<file path="src/rtl/irq_unit_pkg.sv">
package irq_unit_pkg;
  localparam int          NUM_SRC    = 4;
  localparam logic [31:0] SRC_MASK   = 32'h0000_0087;
  localparam logic [31:0] GLB_EN     = 32'h8000_0000;
  localparam logic [31:0] POL_MASK   = 32'h0000_0018;
  localparam logic [31:0] POL_LOW    = 32'h0000_0008;
  localparam logic [31:0] CAP_LOWLVL = 32'h0000_0010;
  localparam logic [31:0] EN_WMASK   = GLB_EN | POL_MASK | SRC_MASK;
  localparam logic [31:0] CAP_VAL    = SRC_MASK | CAP_LOWLVL;

  typedef enum logic [1:0] {
    W_EN  = 2'd0,
    W_STS = 2'd1,
    W_CAP = 2'd2,
    W_VEC = 2'd3
  } reg_word_e;

  // status bit position fed by event source s
  function automatic int src_bit(input int s);
    case (s)
      0:       return 0;
      1:       return 1;
      2:       return 2;
      default: return 7;
    endcase
  endfunction
endpackage

</file>
<file path="src/rtl/irq_evt_route.sv">
module irq_evt_route
  import irq_unit_pkg::*;
#(
  parameter int NUM_LOC = 5,
  parameter int LOC_W   = 3
) (
  input  logic [NUM_SRC-1:0]            ev_pulse,
  input  logic [NUM_SRC*LOC_W-1:0]      ev_loc,
  output logic [NUM_LOC-1:0][31:0]      hit
);
  // every pulse lands on its locality; simultaneous pulses are ORed
  always_comb begin
    hit = '0;
    for (int l = 0; l < NUM_LOC; l++) begin
      for (int s = 0; s < NUM_SRC; s++) begin
        if (ev_pulse[s] && (ev_loc[s*LOC_W +: LOC_W] == LOC_W'(l)))
          hit[l][src_bit(s)] = 1'b1;
      end
    end
  end
endmodule

</file>
<file path="src/rtl/irq_loc_regs.sv">
module irq_loc_regs
  import irq_unit_pkg::*;
(
  input  logic        clk,
  input  logic        rst,
  input  logic        we_en,
  input  logic        we_sts,
  input  logic [31:0] wdata,
  input  logic [31:0] hit,
  output logic [31:0] en_q,
  output logic [31:0] sts_q,
  output logic        latch_any,
  output logic        release_req
);
  logic [31:0] latched, sts_set, sts_clr, sts_n;

  always_comb begin
    latched     = en_q[31] ? (hit & en_q & SRC_MASK) : '0;
    sts_set     = sts_q | latched;           // events first
    sts_clr     = wdata & SRC_MASK;
    sts_n       = we_sts ? (sts_set & ~sts_clr) : sts_set;  // then clear
    latch_any   = |latched;
    release_req = we_sts && (|(sts_clr & sts_set)) && (sts_n == '0);
  end

  always_ff @(posedge clk) begin
    if (rst) begin
      en_q  <= POL_LOW;
      sts_q <= '0;
    end else begin
      if (we_en) en_q <= wdata & EN_WMASK;
      sts_q <= sts_n;
    end
  end
endmodule

</file>
<file path="src/rtl/irq_line.sv">
module irq_line #(
  parameter int NUM_LOC = 5
) (
  input  logic               clk,
  input  logic               rst,
  input  logic [NUM_LOC-1:0] set_v,
  input  logic [NUM_LOC-1:0] rel_v,
  output logic               irq_q
);
  // a new event wins over a release in the same cycle
  always_ff @(posedge clk) begin
    if (rst) irq_q <= 1'b0;
    else     irq_q <= (|set_v) | (irq_q & ~(|rel_v));
  end
endmodule

</file>
<file path="src/rtl/irq_rd_port.sv">
module irq_rd_port
  import irq_unit_pkg::*;
#(
  parameter int         NUM_LOC = 5,
  parameter int         LOC_W   = 3,
  parameter logic [3:0] IRQ_VEC = 4'd5
) (
  input  logic                     clk,
  input  logic                     rst,
  input  logic                     rd_en,
  input  logic [LOC_W-1:0]         loc,
  input  logic [1:0]               word,
  input  logic [NUM_LOC-1:0][31:0] en_all,
  input  logic [NUM_LOC-1:0][31:0] sts_all,
  output logic [31:0]              rd_data
);
  logic        loc_ok;
  logic [31:0] sel;

  always_comb begin
    loc_ok = ({1'b0, loc} < (LOC_W+1)'(NUM_LOC));
    sel    = '0;
    case (reg_word_e'(word))
      W_EN:    if (loc_ok) sel = en_all[loc];
      W_STS:   if (loc_ok) sel = sts_all[loc];
      W_CAP:   sel = CAP_VAL;
      default: sel = {28'd0, IRQ_VEC};
    endcase
  end

  always_ff @(posedge clk) begin
    if (rst)        rd_data <= '0;
    else if (rd_en) rd_data <= sel;
  end
endmodule

</file>
<file path="src/rtl/irq_unit_top.sv">
module irq_unit_top
  import irq_unit_pkg::*;
#(
  parameter int         NUM_LOC = 5,
  parameter logic [3:0] IRQ_VEC = 4'd5,
  localparam int        LOC_W   = (NUM_LOC > 1) ? $clog2(NUM_LOC) : 1,
  localparam int        ADDR_W  = LOC_W + 2
) (
  input  logic                     clk,
  input  logic                     rst,
  input  logic [LOC_W-1:0]         act_loc,
  input  logic [ADDR_W-1:0]        bus_addr,
  input  logic                     bus_wr,
  input  logic                     bus_rd,
  input  logic [31:0]              bus_wdata,
  output logic [31:0]              bus_rdata,
  input  logic [NUM_SRC-1:0]       ev_pulse,
  input  logic [NUM_SRC*LOC_W-1:0] ev_loc,
  output logic                     irq_req
);
  logic [LOC_W-1:0]         a_loc;
  logic [1:0]               a_word;
  logic                     wr_ok;
  logic [NUM_LOC-1:0][31:0] hit, en_all, sts_all;
  logic [NUM_LOC-1:0]       set_v, rel_v;

  assign a_loc  = bus_addr[ADDR_W-1:2];
  assign a_word = bus_addr[1:0];
  assign wr_ok  = bus_wr && ({1'b0, a_loc} < (LOC_W+1)'(NUM_LOC)) && (a_loc == act_loc);

  irq_evt_route #(.NUM_LOC(NUM_LOC), .LOC_W(LOC_W)) u_route (
    .ev_pulse (ev_pulse),
    .ev_loc   (ev_loc),
    .hit      (hit)
  );

  for (genvar l = 0; l < NUM_LOC; l++) begin : g_loc
    logic sel_here;
    assign sel_here = wr_ok && (a_loc == LOC_W'(l));
    irq_loc_regs u_regs (
      .clk         (clk),
      .rst         (rst),
      .we_en       (sel_here && (a_word == W_EN)),
      .we_sts      (sel_here && (a_word == W_STS)),
      .wdata       (bus_wdata),
      .hit         (hit[l]),
      .en_q        (en_all[l]),
      .sts_q       (sts_all[l]),
      .latch_any   (set_v[l]),
      .release_req (rel_v[l])
    );
  end

  irq_line #(.NUM_LOC(NUM_LOC)) u_line (
    .clk   (clk),
    .rst   (rst),
    .set_v (set_v),
    .rel_v (rel_v),
    .irq_q (irq_req)
  );

  irq_rd_port #(.NUM_LOC(NUM_LOC), .LOC_W(LOC_W), .IRQ_VEC(IRQ_VEC)) u_rd (
    .clk     (clk),
    .rst     (rst),
    .rd_en   (bus_rd),
    .loc     (a_loc),
    .word    (a_word),
    .en_all  (en_all),
    .sts_all (sts_all),
    .rd_data (bus_rdata)
  );
endmodule

</file>
<file path="config.mk">
export PLATFORM = sky130hd
export DESIGN_NAME = irq_unit_top
export DESIGN_NICKNAME = d
export VERILOG_FILES = /design/src/rtl/irq_unit_pkg.sv /design/src/rtl/irq_evt_route.sv /design/src/rtl/irq_loc_regs.sv /design/src/rtl/irq_line.sv /design/src/rtl/irq_rd_port.sv /design/src/rtl/irq_unit_top.sv
export SDC_FILE = /design/constraint.sdc
export NUM_CORES = 1
export LEC_CHECK = 0
export BUFFER_PORTS_ARGS = -buffer_cell sky130_fd_sc_hd__buf_2
export CORE_MARGIN = 1.5
export CORE_UTILIZATION = 50
export CTS_CLUSTER_DIAMETER = 200
export DETAILED_ROUTE_END_ITERATION = 10
export PLACE_DENSITY = 0.87
export SLEW_MARGIN = 20
export SYNTH_ARGS = -nofsm -noshare
export SYNTH_HDL_FRONTEND = slang
export SYNTH_SLANG_ARGS = --single-unit
export TNS_END_PERCENT = 5
</file>
<file path="constraint.sdc">
create_clock -name clk -period 5.5 [get_ports clk]
set_clock_uncertainty 0.1 [all_clocks]
set_input_delay 0.275 -clock clk [delete_from_list [all_inputs] [get_ports clk]]
set_output_delay 0.275 -clock clk [all_outputs]
set_load 0.02 [all_outputs]
</file>
==> impl_metrics.json <==
{
  "buffers_inserted_during_post_cts_setup_optimization": 0,
  "die_width_um": 87.5,
  "run_status": "complete, no violations",
  "final.setup.worst_slack_ns": 3.12,
  "final_common_cell": "dfxtp_1",
  "crit_chain": "buf_2 -> xnor2_1 -> nand4_2 -> nor4_2 -> nand3b_1 -> mux2i_1 -> nor2_1",
  "grt_antenna_before_repair": 0,
  "maxSlewViolCount": 0,
  "worstPathBufferInverterCount": 1,
  "unrepaired_setup_endpoints_after_global_routing": "false",
  "synth-adder-area-share_pct": 0,
  "synth-compound-area-share_pct": 15.3,
  "synth_top_family_by_area": "simple AND/OR/NAND/NOR gates",
  "setup_viols_final": 0,
  "cts_tree": "built",
  "worstPathRequired_ns": 5.60,
  "critPathMaxStageDelay_ns": 0.51,
  "yosys_register_bits": 63,
  "drcViolationCount": 0,
  "die_area_um2": 7650,
  "dr.first_iter.drc_count": 442,
  "critPathArrivalTime_ns": 2.48,
  "fmax_ghz": 0.420,
  "cts_hold_buffers": 0,
  "synthesis.area_per_instance_um2": 9.22,
  "clock-root-buffer": "clkbuf_8",
  "hpwl_um": 6940,
  "post_cts.resized_instances": 0,
  "power.density_nw_per_um2": 233,
  "synth_simple_gate_area_share_pct": 22.3,
  "post_drt_wl_per_cell_um": 18.0,
  "synth-xor-area-share_pct": 0.491,
  "fp-row-count": 30,
  "worst_slew_margin_pct": 42.7,
  "synth_enable_flop_cells": 0,
  "io_buffers": 42,
  "path_delay_family": "simple AND/OR/NAND/NOR gates",
  "timing.final.hold_violations": 0,
  "totalNegativeSetupSlack_ns": 0,
  "vias": 3191,
  "global_route.overflow_total": 0,
  "rd_place_congestion": 0.935,
  "synth_async_sr_flop_share_pct": 0,
  "final_period_minus_worst_setup_slack_ns": 2.38,
  "worst_skew_pair.late_latency_ns": 0.34,
  "routed_via_density": 6.18,
  "drt_pre_antenna_iters": 5,
  "synthMuxAreaShare_pct": 17.3,
  "starting_density_of_the_core_pct": 52.2,
  "worst_slew_pin_tran_ns": 0.853,
  "post_route_cells_drive_above_1_share_pct": 19.5,
  "cts_max_level": 3,
  "drt.antenna.violating_nets": 0,
  "syn_area_um2": 3570,
  "post-place-ws_ns": 2.76,
  "timing.critical_path.fanout_max": 21,
  "num_antenna_cells": 0,
  "timing.setup.critical_path_class": "in2reg",
  "numCtsBuffers": 9,
  "most-common-layout-cells": "dfxtp_1, nor2_1, buf_2",
  "design.final.nets": 476,
  "final.period_utilization_pct": 43.3,
  "holdCritPathClass": "in2reg",
  "synth.yosys.seq_area_share_pct": 35.3,
  "setup.worst_path.end_class": "flip-flop",
  "routed_wirelength_um": 9310,
  "synth_cell_type_count": 57,
  "area_growth_syn_to_layout_pct": 7.96,
  "core_region_area_um2": 6830,
  "first_global_vias": 2858,
  "p_leak_uw": 0.00164,
  "yosys_warnings": 0,
  "first_pass_grt_wire_length_um": 14800,
  "ir_drop_mv": 0.142,
  "synth-main-ff-cell": "dfxtp_1",
  "count_of_pins_on_the_block_boundary": 93,
  "cts_max_path_buffers": 2,
  "critical-path-slowest-cell": "nand3b_1",
  "numClockSinks": 63,
  "grt_max_degree": 59,
  "worst_setup_path_start_kind": "input pin",
  "synthCells": 387,
  "die_h_um": 87.5,
  "fillers": 631,
  "cap_viol_max_count": 0,
  "clk_pin_slew_ns": 0.07,
  "grt_util_all_layers_pct": 25.4
}
-- power breakdown --
group | internal, uW | switching, uW
Sequential | 459 | 1.46
Combinational | 26.1 | 69.6
Clock | 159 | 183
Total | 644 | 254
-- per-stage QoR --
| stage | power, uW | cells | cell area [um^2] | util, % | hold WS (ns) |
|---|---|---|---|---|---|
| final | 898 | 516 | 3850 | 56.4 | 0.109 |
| after global routing | 926 | 516 | 3850 | 56.4 | 0.133 |
| after CTS | 899 | 516 | 3850 | 56.4 | 0.103 |
| after detailed placement | 564 | 501 | 3690 | 54.0 | 0.360 |
| after global placement | 563 | 501 | 3690 | 54.0 | 0.353 |
| after floorplan | 546 | 411 | 3660 | - | 0.300 |
-- layout make-up --
class | count | area, um^2 | area share [%]
clock buffer | 9 | 124 | 3.22
clock inverter | 6 | 38.8 | 1.01
inverter | 6 | 22.5 | 0.585
multi-input combinational | 293 | 2070 | 53.7
sequential | 63 | 1260 | 32.7
tap | 96 | 120 | 3.12
timing repair buffer | 43 | 218 | 5.65
-- worst min-delay path, cell delays in order --
cell     delay, ns
buf_2         0.12
mux2i_1       0.07
nand2_1       0.05
-- cells by family after synthesis --
| logic type | count (synthesis) |
|---|---|
| flip-flops | 63 |
| multiplexers | 48 |
| AND/OR/NAND/NOR | 144 |
| XOR/XNOR | 2 |
| other | 1 |
| buffers and inverters | 55 |
| AO/OA/AOI/OAI | 74 |
-- cells in the mapped netlist, drive strengths merged (3+ instances only) --
cell     n  area share, %
a211oi  21            4.4
a21oi    8            1.1
a22oi    5            1.1
a31oi    4           0.70
a41oi    7            1.7
and3     6            1.1
and3b    5            1.3
and4     3           0.74
buf     35            7.1
clkbuf  14            1.5
dfxtp   63             35
inv      6           0.63
mux2i   37             10
mux4    11            6.9
nand2   18            1.9
nand2b   7            1.2
nand3    9            1.3
nand4   14            2.6
nor2    53            5.6
nor2b    4           0.70
nor3     5           0.70
nor4     5            1.4
o21ai    7           0.98
o22a     3           0.74
o22ai    4           0.70
o31a     3           0.77
-- flip-flops by register name, summed over array words and instances, names as in the netlist --
signal / count
g_loc.u_regs.en_q: 35
g_loc.u_regs.sts_q: 20
u_rd.rd_data: 7
u_line.irq_q: 1
-- metal layers --
metal / wire, um / share of wire (%) / vias up / GRT usage [%]
met5: 0 / 0 / - / 0
met4: 249 / 2.7 / 0 / 9.96
met3: 1140 / 12 / 23 / 5.50
met2: 4030 / 43 / 255 / 38.0
met1: 3890 / 42 / 1455 / 35.6
li1: - / - / 1458 / -
-- path summary, 6_finish.rpt --
path | start | endpoint | slack [ns] | cells after the start
worst max-delay path | bus_addr[2] | g_loc[1].u_regs.en_q[7] | 3.12 | 7
worst min-delay path | bus_wdata[3] | g_loc[4].u_regs.en_q[3] | 0.11 | 3
worst max register to register | g_loc[0].u_regs.en_q[31] | u_line.irq_q | 3.49 | 6
worst min register to register | u_rd.rd_data[1] | u_rd.rd_data[1] | 0.37 | 2
No activity file was read; power rests on OpenSTA's default activity.
